--- src/rtl/sec_link_pkg.sv ---
package sec_link_pkg;
  localparam int ADDR_W   = 3;
  localparam int DATA_W   = 32;
  localparam int FRAME_W  = DATA_W + ADDR_W;
  localparam int NUM_REGS = 1 << ADDR_W;

  typedef struct packed {
    logic              vld;
    logic [ADDR_W-1:0] addr;
    logic [DATA_W-1:0] data;
  } wr_req_t;

  // Data part of a write frame: the bits shifted in before the address.
  function automatic logic [DATA_W-1:0] frame_data(input logic [FRAME_W-1:0] f);
    return f[FRAME_W-1:ADDR_W];
  endfunction

  // Address part: the last ADDR_W bits shifted in.
  function automatic logic [ADDR_W-1:0] frame_addr(input logic [FRAME_W-1:0] f);
    return f[ADDR_W-1:0];
  endfunction

  // True when the prescaler value is the last one before a seconds step.
  function automatic logic presc_at_limit(input int unsigned p, input int unsigned lim);
    return p == lim - 1;
  endfunction

  function automatic logic [DATA_W-1:0] sec_advance(input logic [DATA_W-1:0] s);
    return s + 1'b1;
  endfunction
endpackage

--- src/rtl/sl_sync.sv ---
module sl_sync #(
  parameter int W = 1
) (
  input  logic         clk,
  input  logic         rst_n,
  input  logic [W-1:0] d,
  output logic [W-1:0] q
);
  logic [W-1:0] meta;

  always_ff @(posedge clk or negedge rst_n) begin
    if (!rst_n) begin
      meta <= '0;
      q    <= '0;
    end else begin
      meta <= d;
      q    <= meta;
    end
  end
endmodule

--- src/rtl/sl_ready_ctl.sv ---
module sl_ready_ctl #(
  parameter int READY_DELAY = 16
) (
  input  logic clk,
  input  logic rst_n,
  input  logic rearm_s,
  output logic ready
);
  localparam int CW = (READY_DELAY > 1) ? $clog2(READY_DELAY) : 1;

  logic          rearm_d;
  logic [CW-1:0] cnt;
  logic          rearm_evt;

  assign rearm_evt = rearm_s & ~rearm_d;

  always_ff @(posedge clk or negedge rst_n) begin
    if (!rst_n) begin
      rearm_d <= 1'b0;
      cnt     <= '0;
      ready   <= 1'b0;
    end else begin
      rearm_d <= rearm_s;
      if (rearm_evt) begin
        ready <= 1'b0;
        cnt   <= '0;
      end else if (!ready) begin
        if (cnt == CW'(READY_DELAY - 1)) ready <= 1'b1;
        else                             cnt   <= cnt + 1'b1;
      end
    end
  end

  // a re-arm request always drops the flag on the next edge
  assert_ready_drop_R3: assert property (@(posedge clk) disable iff (!rst_n)
    rearm_evt |=> !ready);
  // once high, the flag holds until a re-arm request
  assert_ready_hold_R2: assert property (@(posedge clk) disable iff (!rst_n)
    (ready && !rearm_evt) |=> ready);
endmodule

--- src/rtl/sl_frame_rx.sv ---
module sl_frame_rx
  import sec_link_pkg::*;
(
  input  logic              clk,
  input  logic              rst_n,
  input  logic              en_s,
  input  logic              sclk_s,
  input  logic              din_s,
  input  logic [DATA_W-1:0] rd_data,
  output logic [ADDR_W-1:0] rd_addr,
  output wr_req_t           wr,
  output logic              dout
);
  localparam int CNTW = $clog2(FRAME_W + 1);

  logic              en_d, sclk_d;
  logic [FRAME_W-1:0] sh;
  logic [CNTW-1:0]   bit_cnt;
  logic              rd_active;
  logic [CNTW-1:0]   rd_left;
  logic [DATA_W-1:0] rd_sh;

  // named events
  logic en_rise, sclk_rise, load_bit, mode_evt, rd_step, write_evt, read_evt;

  assign en_rise   = en_s & ~en_d;
  assign sclk_rise = sclk_s & ~sclk_d & ~en_rise;
  assign load_bit  = sclk_rise & en_s & ~rd_active;
  assign mode_evt  = sclk_rise & ~en_s & ~rd_active;
  assign rd_step   = sclk_rise & rd_active;
  assign write_evt = mode_evt & din_s & (bit_cnt == CNTW'(FRAME_W));
  assign read_evt  = mode_evt & ~din_s & (bit_cnt >= CNTW'(ADDR_W));

  assign rd_addr = frame_addr(sh);

  always_ff @(posedge clk or negedge rst_n) begin
    if (!rst_n) begin
      en_d   <= 1'b0;
      sclk_d <= 1'b0;
    end else begin
      en_d   <= en_s;
      sclk_d <= sclk_s;
    end
  end

  // inbound shifting and frame clearing
  always_ff @(posedge clk or negedge rst_n) begin
    if (!rst_n) begin
      sh      <= '0;
      bit_cnt <= '0;
    end else if (en_rise) begin
      sh      <= '0;
      bit_cnt <= '0;
    end else if (load_bit) begin
      sh <= {sh[FRAME_W-2:0], din_s};
      if (bit_cnt != CNTW'(FRAME_W)) bit_cnt <= bit_cnt + 1'b1;
    end
  end

  // write commit request, one cycle wide
  always_ff @(posedge clk or negedge rst_n) begin
    if (!rst_n) begin
      wr <= '0;
    end else begin
      wr.vld <= write_evt;
      if (write_evt) begin
        wr.addr <= frame_addr(sh);
        wr.data <= frame_data(sh);
      end
    end
  end

  // outbound read shifting
  always_ff @(posedge clk or negedge rst_n) begin
    if (!rst_n) begin
      rd_active <= 1'b0;
      rd_left   <= '0;
      rd_sh     <= '0;
      dout      <= 1'b0;
    end else if (en_rise) begin
      rd_active <= 1'b0;
      rd_left   <= '0;
    end else if (read_evt) begin
      rd_active <= 1'b1;
      rd_left   <= CNTW'(DATA_W);
      rd_sh     <= rd_data;
    end else if (rd_step) begin
      dout      <= rd_sh[DATA_W-1];
      rd_sh     <= {rd_sh[DATA_W-2:0], 1'b0};
      rd_left   <= rd_left - 1'b1;
      rd_active <= (rd_left != CNTW'(1));
    end
  end

  // every frame begins from an empty state
  assert_frame_clear_R8: assert property (@(posedge clk) disable iff (!rst_n)
    en_rise |=> (bit_cnt == '0 && !rd_active));
  // a commit request lasts exactly one cycle
  assert_wr_single_R4: assert property (@(posedge clk) disable iff (!rst_n)
    wr.vld |=> !wr.vld);
  // a read never outlives its 32 data pulses
  assert_rd_bound_R5: assert property (@(posedge clk) disable iff (!rst_n)
    rd_active |-> (rd_left <= CNTW'(DATA_W) && rd_left != '0));
endmodule

--- src/rtl/sl_reg_bank.sv ---
module sl_reg_bank
  import sec_link_pkg::*;
#(
  parameter int TICKS_PER_SEC = 32768,
  parameter int SEC_ADDR      = 0
) (
  input  logic              clk,
  input  logic              rst_n,
  input  logic              osc_tick,
  input  wr_req_t           wr,
  input  logic [ADDR_W-1:0] rd_addr,
  output logic [DATA_W-1:0] rd_data
);
  localparam int PW = (TICKS_PER_SEC > 1) ? $clog2(TICKS_PER_SEC) : 1;

  logic [NUM_REGS-1:0][DATA_W-1:0] reg_q;

  for (genvar i = 0; i < NUM_REGS; i++) begin : g_reg
    logic wr_hit;
    assign wr_hit = wr.vld && (wr.addr == ADDR_W'(i));

    if (i == SEC_ADDR) begin : g_sec
      logic [PW-1:0]     presc;
      logic [DATA_W-1:0] sec_q;
      logic              tick_wrap;

      assign tick_wrap = osc_tick && presc_at_limit(int'(presc), TICKS_PER_SEC);

      always_ff @(posedge clk or negedge rst_n) begin
        if (!rst_n) begin
          presc <= '0;
          sec_q <= '0;
        end else if (wr_hit) begin
          presc <= '0;
          sec_q <= wr.data;
        end else if (osc_tick) begin
          if (tick_wrap) begin
            presc <= '0;
            sec_q <= sec_advance(sec_q);
          end else begin
            presc <= presc + 1'b1;
          end
        end
      end
      assign reg_q[i] = sec_q;

      // seconds move only on a prescaler wrap, by exactly one
      assert_sec_hold_R6: assert property (@(posedge clk) disable iff (!rst_n)
        (!wr_hit && !tick_wrap) |=> $stable(sec_q));
      assert_sec_step_R6: assert property (@(posedge clk) disable iff (!rst_n)
        (tick_wrap && !wr_hit) |=> sec_q == $past(sec_q) + 1'b1);
      // a seconds write restarts the prescaler
      assert_presc_clear_R7: assert property (@(posedge clk) disable iff (!rst_n)
        wr_hit |=> (presc == '0 && sec_q == $past(wr.data)));
    end else begin : g_plain
      logic [DATA_W-1:0] q;
      always_ff @(posedge clk or negedge rst_n) begin
        if (!rst_n)      q <= '0;
        else if (wr_hit) q <= wr.data;
      end
      assign reg_q[i] = q;
    end
  end

  assign rd_data = reg_q[rd_addr];
endmodule

--- src/rtl/sec_link_rtc.sv ---
module sec_link_rtc
  import sec_link_pkg::*;
#(
  parameter int TICKS_PER_SEC = 32768,
  parameter int READY_DELAY   = 16,
  parameter int SEC_ADDR      = 0
) (
  input  logic clk,
  input  logic rst_n,
  input  logic osc_tick,
  input  logic ser_en,
  input  logic ser_clk,
  input  logic ser_din,
  output logic ser_dout,
  output logic ser_ready,
  input  logic rdy_rearm
);
  logic [3:0]        pins_s;
  logic [ADDR_W-1:0] rd_addr;
  logic [DATA_W-1:0] rd_data;
  wr_req_t           wr;

  sl_sync #(.W(4)) u_sync (
    .clk   (clk),
    .rst_n (rst_n),
    .d     ({rdy_rearm, ser_din, ser_clk, ser_en}),
    .q     (pins_s)
  );

  sl_frame_rx u_rx (
    .clk     (clk),
    .rst_n   (rst_n),
    .en_s    (pins_s[0]),
    .sclk_s  (pins_s[1]),
    .din_s   (pins_s[2]),
    .rd_data (rd_data),
    .rd_addr (rd_addr),
    .wr      (wr),
    .dout    (ser_dout)
  );

  sl_reg_bank #(.TICKS_PER_SEC(TICKS_PER_SEC), .SEC_ADDR(SEC_ADDR)) u_bank (
    .clk      (clk),
    .rst_n    (rst_n),
    .osc_tick (osc_tick),
    .wr       (wr),
    .rd_addr  (rd_addr),
    .rd_data  (rd_data)
  );

  sl_ready_ctl #(.READY_DELAY(READY_DELAY)) u_ready (
    .clk     (clk),
    .rst_n   (rst_n),
    .rearm_s (pins_s[3]),
    .ready   (ser_ready)
  );
endmodule

--- config.mk ---
export PLATFORM = sky130hd
export DESIGN_NAME = sec_link_rtc
export DESIGN_NICKNAME = d
export VERILOG_FILES = /design/src/rtl/sec_link_pkg.sv /design/src/rtl/sl_sync.sv /design/src/rtl/sl_ready_ctl.sv /design/src/rtl/sl_frame_rx.sv /design/src/rtl/sl_reg_bank.sv /design/src/rtl/sec_link_rtc.sv
export SDC_FILE = /design/constraint.sdc
export NUM_CORES = 1
export LEC_CHECK = 0
export ABC_AREA = 1
export BUFFER_PORTS_ARGS = -buffer_cell sky130_fd_sc_hd__buf_2
export CORE_MARGIN = 2
export CORE_UTILIZATION = 35
export CTS_CLUSTER_DIAMETER = 40
export CTS_CLUSTER_SIZE = 40
export DETAILED_ROUTE_END_ITERATION = 10
export PLACE_DENSITY_LB_ADDON = 0.05
export SLEW_MARGIN = 5
export SYNTH_ARGS = -nofsm -noshare
export SYNTH_HDL_FRONTEND = slang
export SYNTH_SLANG_ARGS = --single-unit
--- constraint.sdc ---
create_clock -name clk -period 2.1 [get_ports clk]
set_input_delay 0.21 -clock clk [delete_from_list [all_inputs] [get_ports clk]]
set_output_delay 0.21 -clock clk [all_outputs]
set_load 0.05 [all_outputs]
# Word-level counts from Yosys, hierarchy flattened
# Index checks and enable logic that the tools add are counted.
# word_totals
ram_bits	0
latch_bits	0
regBits	404
output_inout_bits	2
input_bits	7
n_memories	0
wordCells	115
mem_bits_ro	0
# op_classes
shift	0
n_mux	27
bitwise_logic	21
n_mul	0
n_addsub	5
n_lt_le_gt_ge	2
eq_ne	14
div	0
n_reduce_logical	21
# ops
op	n
$mux W32	6
$bmux W32 S3	1
$mux W35	2
$mux W15	3
$mux W6	6
$add A32 B1 Y32 const B	1
$add A15 B1 Y15 const B	1
$eq A15 B15 Y1 const B	1
$and A1 B1 Y1	13
$eq A3 B3 Y1 const B	4
$mux W4	3
$reduce_bool A2 Y1	5
$logic_and A1 B1 Y1	9
$not A1 Y1	8
$reduce_and A2 Y1	4
$add A6 B1 Y6 const B	1
$eq A3 B2 Y1 const B	2
$eq A6 B6 Y1 const B	1
$ge A6 B2 Y1 const B	1
$mux W1	6
$ne A6 B1 Y1 const B	1
$ne A6 B6 Y1 const B	1
$sub A6 B1 Y6 const B	1
$add A4 B1 Y4 const B	1
other kinds (8)	8

# Logic depth before layout (Yosys ltp)
# logic_depth
word_depth	10
depth_mapped	11
ltp_nobuf	11

# Cells and area by module
# A second synthesis with hierarchy kept.
# unflattened
hier_cells	2459
area_unflattened_um2	19431.1
# by_module_without_submodules
module	area_per_inst_um2	cells_each	n_inst
sl_reg_bank	13307.8	1738	1
sl_frame_rx	5626.6	679	1
sl_ready_ctl	296.5	34	1
sl_sync	200.2	8	1

# Worst setup path after synthesis
# Ideal clock, no wire load.
# synth_path
path_type	register to register
start	register u_rx.bit_cnt[0]
end	register u_rx.rd_sh[14]
stages_incl_launch_ff	10
t_arrival_ps	1475
path_slack_ps	508
setup_time_ps	117
path_buffers	1
cell_sequence	dfrtp_1 -> ha_1 -> nand3b_1 -> nand2_1 -> inv_1 -> nand2_2 -> clkbuf_1 -> o21ai_0 -> nand2_1 -> nand2_1
# synth_via
elab_chain_cells	4
elab_cells_between_ends	5
# synth_lines
item	line_no	text
from (decl)	sl_frame_rx.sv:18	logic [CNTW-1:0] bit_cnt;
from (signal assigned)	sl_frame_rx.sv:56	if (bit_cnt != CNTW'(FRAME_W)) bit_cnt <= bit_cnt + 1'b1;
$ge A6 B2 Y1 (*)	sl_frame_rx.sv:32	assign read_evt = mode_evt & ~din_s & (bit_cnt >= CNTW'(ADDR_W));
$and A1 B1 Y1 (*)	sl_frame_rx.sv:32	
$reduce_bool A2 Y1 (no source line)	--	
$reduce_and A2 Y1 (no source line)	--	
to (signal assigned)	sl_frame_rx.sv:86	rd_sh <= rd_data;
to (signal assigned)	sl_frame_rx.sv:89	rd_sh <= {rd_sh[DATA_W-2:0], 1'b0};
to (decl)	sl_frame_rx.sv:21	logic [DATA_W-1:0] rd_sh;
# Mark *: on every way between the ends. The rest lies on a longest branch, timed or not.
# A chain may end at the register's enable or synchronous reset.

# Worst setup path after layout
# layout_path
start	register u_bank.g_reg[0].g_sec.presc[0]
end	register u_bank.g_reg[0].g_sec.presc[3]
# layout_via
elab_chain_cells	5
elab_cells_between_ends	6
# layout_lines
item	line_no	text
from (decl)	sl_reg_bank.sv:23	logic [PW-1:0] presc;
from (signal assigned)	sl_reg_bank.sv:41	presc <= presc + 1'b1;
branches (longest 2 deep; another with $add A15 B1 Y15)	--	
$mux W15 (*)	sl_reg_bank.sv:37	if (tick_wrap) begin
$mux W15 (*)	sl_reg_bank.sv:36	end else if (osc_tick) begin
$mux W15 (*)	sl_reg_bank.sv:33	end else if (wr_hit) begin
# Mark *: on every way between the ends. The select of a mux whose other input is x is not followed.

==> metrics.md <==
| Metric | Value |
|---|---|
| # port buffers | 8 |
| First DRT Iteration DRCs | around 1,200 |
| Fin. max-slew vios | 0 |
| CTS Buf Count | 80 |
| Ys async rst share | 100.0% |
| Fmax | between 0.5 and 0.6 GHz |
| Rel. slew slack | about 46% |
| Sw frac | roughly a quarter |
| Synth top cells by count | 950 x nand2_1, 404 x dfrtp_1, 358 x o21ai_0 |
| Met2 WL | between 20,000 and 30,000 um |
| Post-Syn Area | between 15,000 and 20,000 um^2 |
| GP Congestion | between 0.8 and 0.9 |
| DP Area | just over 20,000 um^2 |
| GR Util All Layers | between 20% and 30% |
| Primary FF master, synth | dfrtp_1 |
| Fillers | approximately 5,500 |
| Setup Total Neg Slack | 0 ps |
| Crit-path max FO | 13 |
| Clk pwr share | 55.8% |
| Max_cap viols | 0 |
| Synth area leaders | dfrtp_1 53%, nand2_1 19%, o21ai_0 9.3% |
| Cell leakage power | around 0.011 uW |
| Grt ovf | 0 |
| Hold_ws | 48.35 ps |
| Power per standard cell area | ~1000 nW/um^2 |
| Worst Max-Slew Pin Slew | around 800 ps |
| Die area | about 57,000 um^2 |
| Synth Instances | between 2,000 and 2,500 |
| Synth warn | 0 |
| RSZ-0062 raised after global routing | no |
| Skew-Pair Late Insertion Delay | a little over 600 ps |
| Number of diodes | 0 |
| DIE WIDTH | about 240 um |
| Core area | 54,030 um^2 |
| Register bit total from synthesis | ~400 |
| Logic pwr share | about 8.5% |
| Wire per inst | roughly 18 um |
| H-tree Lvls | 3 |
| Net count after synthesis | around 2,500 |
| Setup CP Type | reg2reg |
| First-pass iteration count of the detailed router | 7 |
| Clock sink count | 404 |
| Area growth syn-to-layout | 21.31% |
| Int Pwr | 18,090 uW |
| Sequential cell area | between 10,000 and 15,000 um^2 |
| Initial Util | 35.50% |
| Via/cell ratio | 5.000 |
| Synth top area share | 52.71% |
| Wire length on met3 | 2532 um |
| VDD IR-drop max | roughly 0.57 mV |
| Pwr Total | about 24,000 uW |
| Library cells used by synthesis | 37 |
| Total wire length | between 60,000 and 70,000 um |
| Post-synth EDFFs | 0 |
| Worst EP required | 2640 ps |
| Share of power burned in registers | a little over a third |
| R2R cell count | 8 |
| Worst hold-check path type | in2async |
| Run status | finished, final reports clean |
| Final hold violation count | 0 |
| Pin count of the biggest net entering global routing | between 80 and 90 |
| Final net count | 2,529 |
| Num rows | 85 |
| Detailed placement HPWL | ~38,000 um |
| Worst Setup End Kind | flip-flop |
| Crit start category | flip-flop |
| Syn_area_per_cell | 7.708 um^2 |
| TritonCTS clock tree | done |
| Multi-input gate area | 7792 um^2 |
| Net switching power | around 6200 uW |
| Share of cells above drive strength 1 | roughly a tenth |
| Worst-path clk slew | ~50 ps |
| Critical path data arrival time | ~2500 ps |
| Synth area leader | dfrtp_1 |
| Top Ports | 9 |
| Seq/Total Area, Yosys | between 50% and 60% |
| Initial antenna violation count | 0 |
| Min cycle time layout | around 1900 ps |
| WL met1 | between 20,000 and 30,000 um |
| Finished Cell Area | between 20,000 and 25,000 um^2 |
| Uppermost layer routed | met4 |
| Residual DRC | 0 |
| Most frequent cell after synthesis | nand2_1 |
| DRT antenna net count | 0 |
| Final period util | around nine tenths |
| Via count | approximately 16,000 |
| CTS Buffer Depth | 3 |
| Worst Clk Skew | around 25 ps |
| # setup viols final | 0 |
| Die height | between 200 and 250 um |
| CTS root buf | clkbuf_16 |
| Vias in the first global route | roughly 16,000 |
| First-pass GRT wire length | about 95,000 um |
per-stage QoR:
step / setup WS, ps / util, % / instances
floorplan: 508.2 / - / 2488
finish: 180.5 / 43.06 / 3276
CTS: 148.0 / 43.04 / 3276
detailed placement: -13.79 / 37.57 / 3123
global placement: -7.810 / 37.57 / 3123
global route: 23.54 / 43.06 / 3276
worst max-delay path: stages, from the launching register on:
cell     delay [ps]
dfrtp_1         410
ha_1            250
inv_1            60
nor2_1           70
nand2_2         130
nor2_8           80
nor2_2          620
nand2_1         100
nor2_1          110
layout make-up:
type	count	area share (%)
Clock inverter	45	2.845
Multi-Input combinational cell	1771	33.49
Tap cell	696	3.743
Inverter	182	2.942
Sequential cell	404	43.48
Clock buffer	101	9.589
Timing Repair Buffer	77	3.904
final timing paths:
path | from | endpoint | slack (ps)
setup / recovery | u_bank.g_reg[0].g_sec.presc[0] | u_bank.g_reg[0].g_sec.presc[3] | 180
hold / removal | rst_n | u_bank.g_reg[0].g_sec.presc[11] | 50
setup reg to reg | u_bank.g_reg[0].g_sec.presc[0] | u_bank.g_reg[0].g_sec.presc[3] | 180
hold reg to reg | u_sync.meta[0] | u_sync.q[0] | 340
max in group asynchronous | rst_n | u_rx.bit_cnt[1] | 1270
min in group clk | ser_clk | u_sync.meta[1] | 240
sequential cells by signal, indices dropped and copies added, names as in the netlist, 4 cells and up:
register and flops:
u_rx.wr 36, u_ready.cnt 4, u_rx.bit_cnt 6, u_rx.rd_left 6
u_rx.rd_sh 32, u_bank.g.g_sec.sec_q 32, u_sync.q 4, u_sync.meta 4
u_bank.g.g_plain.q 224, u_bank.g.g_sec.presc 15, u_rx.sh 35
cells in the final DEF, fill, tap and decap left out, types with 11 or more instances in the layout:
cell / n
a21oi_1: 97
buf_12: 26
buf_4: 37
bufinv_16: 13
clkbuf_16: 80
clkbuf_8: 15
dfrtp_1: 401
inv_1: 178
nand2_1: 945
nand2_2: 11
nand3_1: 115
nor2_1: 134
nor3_1: 13
o21ai_0: 358
o21ai_1: 19
o22ai_1: 17
xor2_1: 12
routing by layer:
layer / up-vias / track usage [%]
met4: 0 / 7.992
met3: 105 / 3.505
met2: 366 / 34.50
li1: 8011 / -
met1: 7898 / 30.30
met5: - / 0
power by group through the flow:
stage | clock network, uW | logic, uW | registers, uW
floorplan | 0 | 1270 | 8670
global placement | 0 | 2070 | 8780
detailed placement | 0 | 2090 | 8780
CTS | 13900 | 2110 | 8670
global route | 14200 | 2360 | 8730
finish | 13600 | 2070 | 8670
cells by family (layout without fill, tap and decap cells):
| family | count (synthesis) | count (layout) | synth area share (%) |
|---|---|---|---|
| simple gates | 1252 | 1253 | 26.25 |
| compound gates | 500 | 500 | 13.27 |
| xor+xnor | 12 | 12 | 0.5480 |
| flops | 404 | 404 | 52.71 |
| buf+inv | 314 | 405 | 6.831 |
| fa+ha+maj | 6 | 6 | 0.3914 |
what timing repair did:
item,4_1_cts,5_1_grt
resized for setup,0,3
cloned,1,0
endpoints found under the setup margin,1,5
buffers inserted,0,0
hold buffers,6,0
pin swaps,1,0
hold endpoints to repair,410,0
No activity file was read; power rests on OpenSTA's default activity.
